<file path="config.mk">
export PLATFORM = sky130hd
export DESIGN_NAME = pcix_tgt_timing_mon
export DESIGN_NICKNAME = d
export VERILOG_FILES = /design/src/rtl/pcix_tgt_timing_mon.sv
export SDC_FILE = /design/constraint.sdc
export NUM_CORES = 1
export LEC_CHECK = 0
export ABC_AREA = 0
export BUFFER_PORTS_ARGS = -buffer_cell sky130_fd_sc_hd__buf_4
export CORE_UTILIZATION = 60
export DETAILED_ROUTE_END_ITERATION = 8
export PLACE_DENSITY = 0.84
export SLEW_MARGIN = 20
export SYNTH_ARGS = -nofsm -noshare
export SYNTH_HDL_FRONTEND = slang
export SYNTH_SLANG_ARGS = --single-unit
</file>
<file path="constraint.sdc">
create_clock -name clk -period 3.4 [get_ports clk]
set_input_delay 0.68 -clock clk [delete_from_list [all_inputs] [get_ports clk]]
set_output_delay 0.68 -clock clk [all_outputs]
set_load 0.01 [all_outputs]
</file>
<file path="src/rtl/pcix_tgt_timing_mon.sv">
module pcix_tgt_timing_mon #(
  parameter int CNT_W         = 5,
  parameter int TERM_LIMIT    = 8,
  parameter int RESP_LIMIT    = 16,
  parameter int TRDY_EARLIEST = 3
) (
  input  logic       clk,
  input  logic       rst_n,
  input  logic       frame_n,
  input  logic       irdy_n,
  input  logic       trdy_n,
  input  logic       stop_n,
  input  logic       devsel_n,
  input  logic [1:0] cmd_class,
  output logic       err_valid,
  output logic [3:0] err_code
);

  localparam logic [CNT_W-1:0] CNT_MAX = {CNT_W{1'b1}};
  localparam logic [CNT_W-1:0] TERM_L  = CNT_W'(TERM_LIMIT);
  localparam logic [CNT_W-1:0] RESP_L  = CNT_W'(RESP_LIMIT);
  localparam logic [CNT_W-1:0] TRDY_L  = CNT_W'(TRDY_EARLIEST);

  localparam logic [3:0] E_EARLY   = 4'd1;
  localparam logic [3:0] E_LATE    = 4'd2;
  localparam logic [3:0] E_NORESP  = 4'd3;
  localparam logic [3:0] E_ODDWAIT = 4'd4;
  localparam logic [3:0] E_WAIT    = 4'd5;
  localparam logic [3:0] E_LATERS  = 4'd6;
  localparam logic [3:0] E_ADB     = 4'd7;
  localparam logic [3:0] E_HOLD    = 4'd8;

  typedef enum logic [2:0] {S_IDLE, S_ATTR, S_RESP, S_DATA, S_TURN, S_SKIP} st_t;

  st_t             st, nxt;
  logic [CNT_W-1:0] cnt;
  logic            pair_rule, frame_seen, disc_seen;
  logic [3:0]      code_d;

  wire [2:0] rsp = {~devsel_n, ~stop_n, ~trdy_n};
  wire r_data  = rsp == 3'b101;
  wire r_disc  = rsp == 3'b111;
  wire r_retry = rsp == 3'b110;
  wire r_split = rsp == 3'b001;
  wire r_abort = rsp == 3'b010;
  wire r_term  = r_retry | r_split | r_abort;
  wire r_xfer  = r_data | r_disc;
  wire r_wait  = ~(r_term | r_xfer);

  wire [CNT_W-1:0] waits = cnt - TRDY_L;
  wire             start = (st == S_IDLE) && !frame_n;

  always_comb begin
    nxt    = st;
    code_d = 4'd0;
    case (st)
      S_IDLE: if (!frame_n) nxt = S_ATTR;
      S_ATTR: begin
        if (!trdy_n) code_d = E_EARLY;
        else         nxt    = S_RESP;
      end
      S_RESP: begin
        if (cnt > RESP_L)                  code_d = E_NORESP;
        else if (!trdy_n && cnt < TRDY_L)  code_d = E_EARLY;
        else if (r_term) begin
          if (cnt > TERM_L) code_d = E_LATE;
          else              nxt    = S_TURN;
        end else if (r_xfer) begin
          if (pair_rule && waits[0]) code_d = E_ODDWAIT;
          else                       nxt    = frame_seen ? S_TURN : S_DATA;
        end
      end
      S_DATA: begin
        if (r_wait)                   code_d = E_WAIT;
        else if (r_retry || r_split)  code_d = E_LATERS;
        else if (disc_seen && r_data) code_d = E_ADB;
        else if (r_abort || frame_seen) nxt  = S_TURN;
      end
      S_TURN: begin
        if (!trdy_n || !stop_n || !devsel_n) code_d = E_HOLD;
        else                                 nxt    = S_SKIP;
      end
      S_SKIP: if (frame_n && irdy_n) nxt = S_IDLE;
      default: nxt = S_SKIP;
    endcase
    if (code_d != 4'd0) nxt = S_SKIP;
  end

  always_ff @(posedge clk) begin
    if (!rst_n) begin
      st         <= S_SKIP;
      cnt        <= '0;
      pair_rule  <= 1'b0;
      frame_seen <= 1'b0;
      disc_seen  <= 1'b0;
      err_valid  <= 1'b0;
      err_code   <= 4'd0;
    end else begin
      st        <= nxt;
      err_valid <= code_d != 4'd0;
      err_code  <= code_d;
      if (start) begin
        cnt        <= CNT_W'(1);
        frame_seen <= 1'b0;
        disc_seen  <= 1'b0;
      end else begin
        if (cnt != CNT_MAX) cnt <= cnt + 1'b1;
        frame_seen <= frame_seen | frame_n;
        if ((st == S_RESP || st == S_DATA) && r_disc) disc_seen <= 1'b1;
      end
      if (st == S_ATTR) pair_rule <= (cmd_class == 2'b01) || (cmd_class == 2'b10);
    end
  end

endmodule

</file>
==> impl_results.md <==
* Cell Count, Final, Fillers Out at 152
* F_max at 0.490 GHz
* HPWL after DPL at 1680 um
* Post-synth EDFFs at 0
* Die area at 1880 sq um
* Element type at the critical path end: flip-flop
* Clock transition at path regs at 0.11 ns
* Num CTS Buffers at 3
* Pwr Density at 529 nW/um^2
* Post-synth top area cell: dfxtp_1
* Initial DRC count at 64
* Antenna violations before repair at 0
* Slew HR at 50.2%
* Hold_buf cts at 0
* Die height at 43.4 um
* Vias in the first global route at 869
* Post-synth top area share at 31.1%
* Largest net degree at the start of global routing at 13
* # H-tree levels at 1
* Die width at 43.4 um
* Antenna viol nets, final at 0
* Core Util, Final at 73.8%
* Final Hold Fails at 0
* Post-Route WL at 2270 um
* Arr. time, crit path at 2.29 ns
* Hold crit path type: flip-flop to flip-flop
* Pwr Total at 0.000608 W
* CTS tree: built
* Drt pass-1 iters at 6
* Residual DRC at 2
* IO Count at 14
* TNS Setup at 0 ns
* Clk buf depth at 2
* Commonest non-fill, non-tap cell in the layout: nor2_1
* Startpoint Class: flip-flop
* Final Slew Violations at 0
* Final-stage net count at 149
* Total GRT Usage at 27.7%
* Setup CP Type: flip-flop to flip-flop
* Post-synthesis cell area at 1030 sq um
* Num rows at 14
* Tmin final at 2.04 ns
* CP required at 3.64 ns
* Number of fill cells at 131
* Sequential fraction of the synthesis area at 31.1%
* # clock sinks at 16
* Run status: finished with violations
* Vias/cell at 6.21
* RSZ-0062 raised after global routing: no
* Worst Path Max Fanout at 7
* Synth Instances at 126
* Maxcap violations at 0
* Top_reg_cell synth: dfxtp_1
* Grt ovf at 0
* Hold_ws at 0.525 ns
* Peak supply drop at 0.335 mV
* Initial Util at 66.0%
* Layout cells sized above 1 at 17.6%
* Syn_nets at 138
* Post-synth cell types at 48
* Postcts setup bufs at 0
* CTS root buf: clkbuf_4
* Later-pin clock latency in the skew report at 0.30 ns
* Synthesis-to-layout area growth at 11.8%
* Post-CTS sizing at 0
* RePlAce Congestion at 0.941
* Area contributors post-synth: dfxtp_1, nor2_1, ha_1
* Leak at 0.495 nW
* Syn avg cell area at 8.16 sq um
* #FFs+latches synth at 16
* # setup viols final at 0
* Wire length per cell at 14.9 um
* Worst slew pin tran at 0.745 ns
* Vias at 944
* Most frequent cells in the layout: nor2_1, dfxtp_1, buf_4
* Async set or reset register ratio after synthesis at 0%
* # diodes at 0
* Fin crit share at 60.0%
* Synth warn at 0
* Failing checks: design-rule violations
* Placed Cells at 148
* Core area at 1560 sq um
* Worst clock skew at 0.0110 ns
* First-pass GRT wire length at 3850 um
* Port Buffers at 13
[Yosys cell counts (all sizes together), types with 2 or more instances]
cell type	count
nor2	17
clkbuf	2
nor2b	3
nor3b	2
xor2	2
mux2i	2
ha	3
a211oi	2
a21oi	4
xnor2	2
nand2b	3
and3	4
o31a	2
dfxtp	16
nand2	10
inv	9
nor4	2
o21ai	7
a41oi	2
buf	5
nor3	3
nand3	2
a22oi	2
[per-layer routing]
metal | GRT usage, % | share of wire (%) | vias up
met5 | 0 | 0 | -
met1 | 37.9 | 44 | 411
met2 | 41.8 | 44 | 54
li1 | - | - | 470
met3 | 2.92 | 8.8 | 9
met4 | 16.9 | 3.5 | 0
[power by group]
group	switching, W	total (W)	internal (W)
registers	0.0000450	0.000261	0.000216
clock network	0.0000665	0.000132	0.0000654
logic	0.000113	0.000215	0.000102
[sequential cells by signal (all words and copies together) (netlist names)]
name        count
cnt             5
err_code        4
st              3
disc_seen       1
err_valid       1
frame_seen      1
pair_rule       1
[kinds of logic (layout without fill, tap and decap cells)]
logic type,after synthesis,in the layout,share of synthesized area (%)
flops,16,16,31.1
xor+xnor,4,4,3.41
fa+ha+maj,3,3,3.65
buf+inv,16,26,6.45
mux,2,2,1.95
simple gates,53,53,26.8
compound gates,32,32,26.6
[through the flow]
stage,area [sq um],setup WS [ns]
2_1_floorplan,1030,1.45
3_3_place_gp,1110,1.35
3_5_place_dp,1110,1.32
4_1_cts,1150,1.36
5_1_grt,1150,1.20
6_report,1150,1.36
[critical path, stage by stage (launching register included)]
cell	delay [ns]
dfxtp_1	0.37
inv_1	0.08
ha_1	0.15
or3b_4	0.38
a22oi_2	0.26
o21ai_2	0.17
a2111oi_4	0.39
a21boi_1	0.19
[area by class of cell]
type / count / area (sq um) / area share, %
Timing Repair Buffer: 13 / 97.6 / 8.49
Tap cell: 16 / 20.0 / 1.74
Inverter: 9 / 33.8 / 2.94
Sequential cell: 16 / 320 / 27.9
Clock buffer: 4 / 36.3 / 3.16
Multi-Input combinational cell: 94 / 642 / 55.8
[final timing paths]
check | from | endpoint | slack (ns) | depth (start not counted)
worst max-delay path | cnt[0]$_SDFFE_PN0P_ | st[1]$_SDFFE_PP0P_ | 1.36 | 7
worst min-delay path | pair_rule$_SDFFE_PN0N_ | pair_rule$_SDFFE_PN0N_ | 0.53 | 2
worst max register to register | cnt[0]$_SDFFE_PN0P_ | st[1]$_SDFFE_PP0P_ | 1.36 | 7
worst min register to register | pair_rule$_SDFFE_PN0N_ | pair_rule$_SDFFE_PN0N_ | 0.53 | 2
Note: power is estimated with default switching activity, not from simulation.
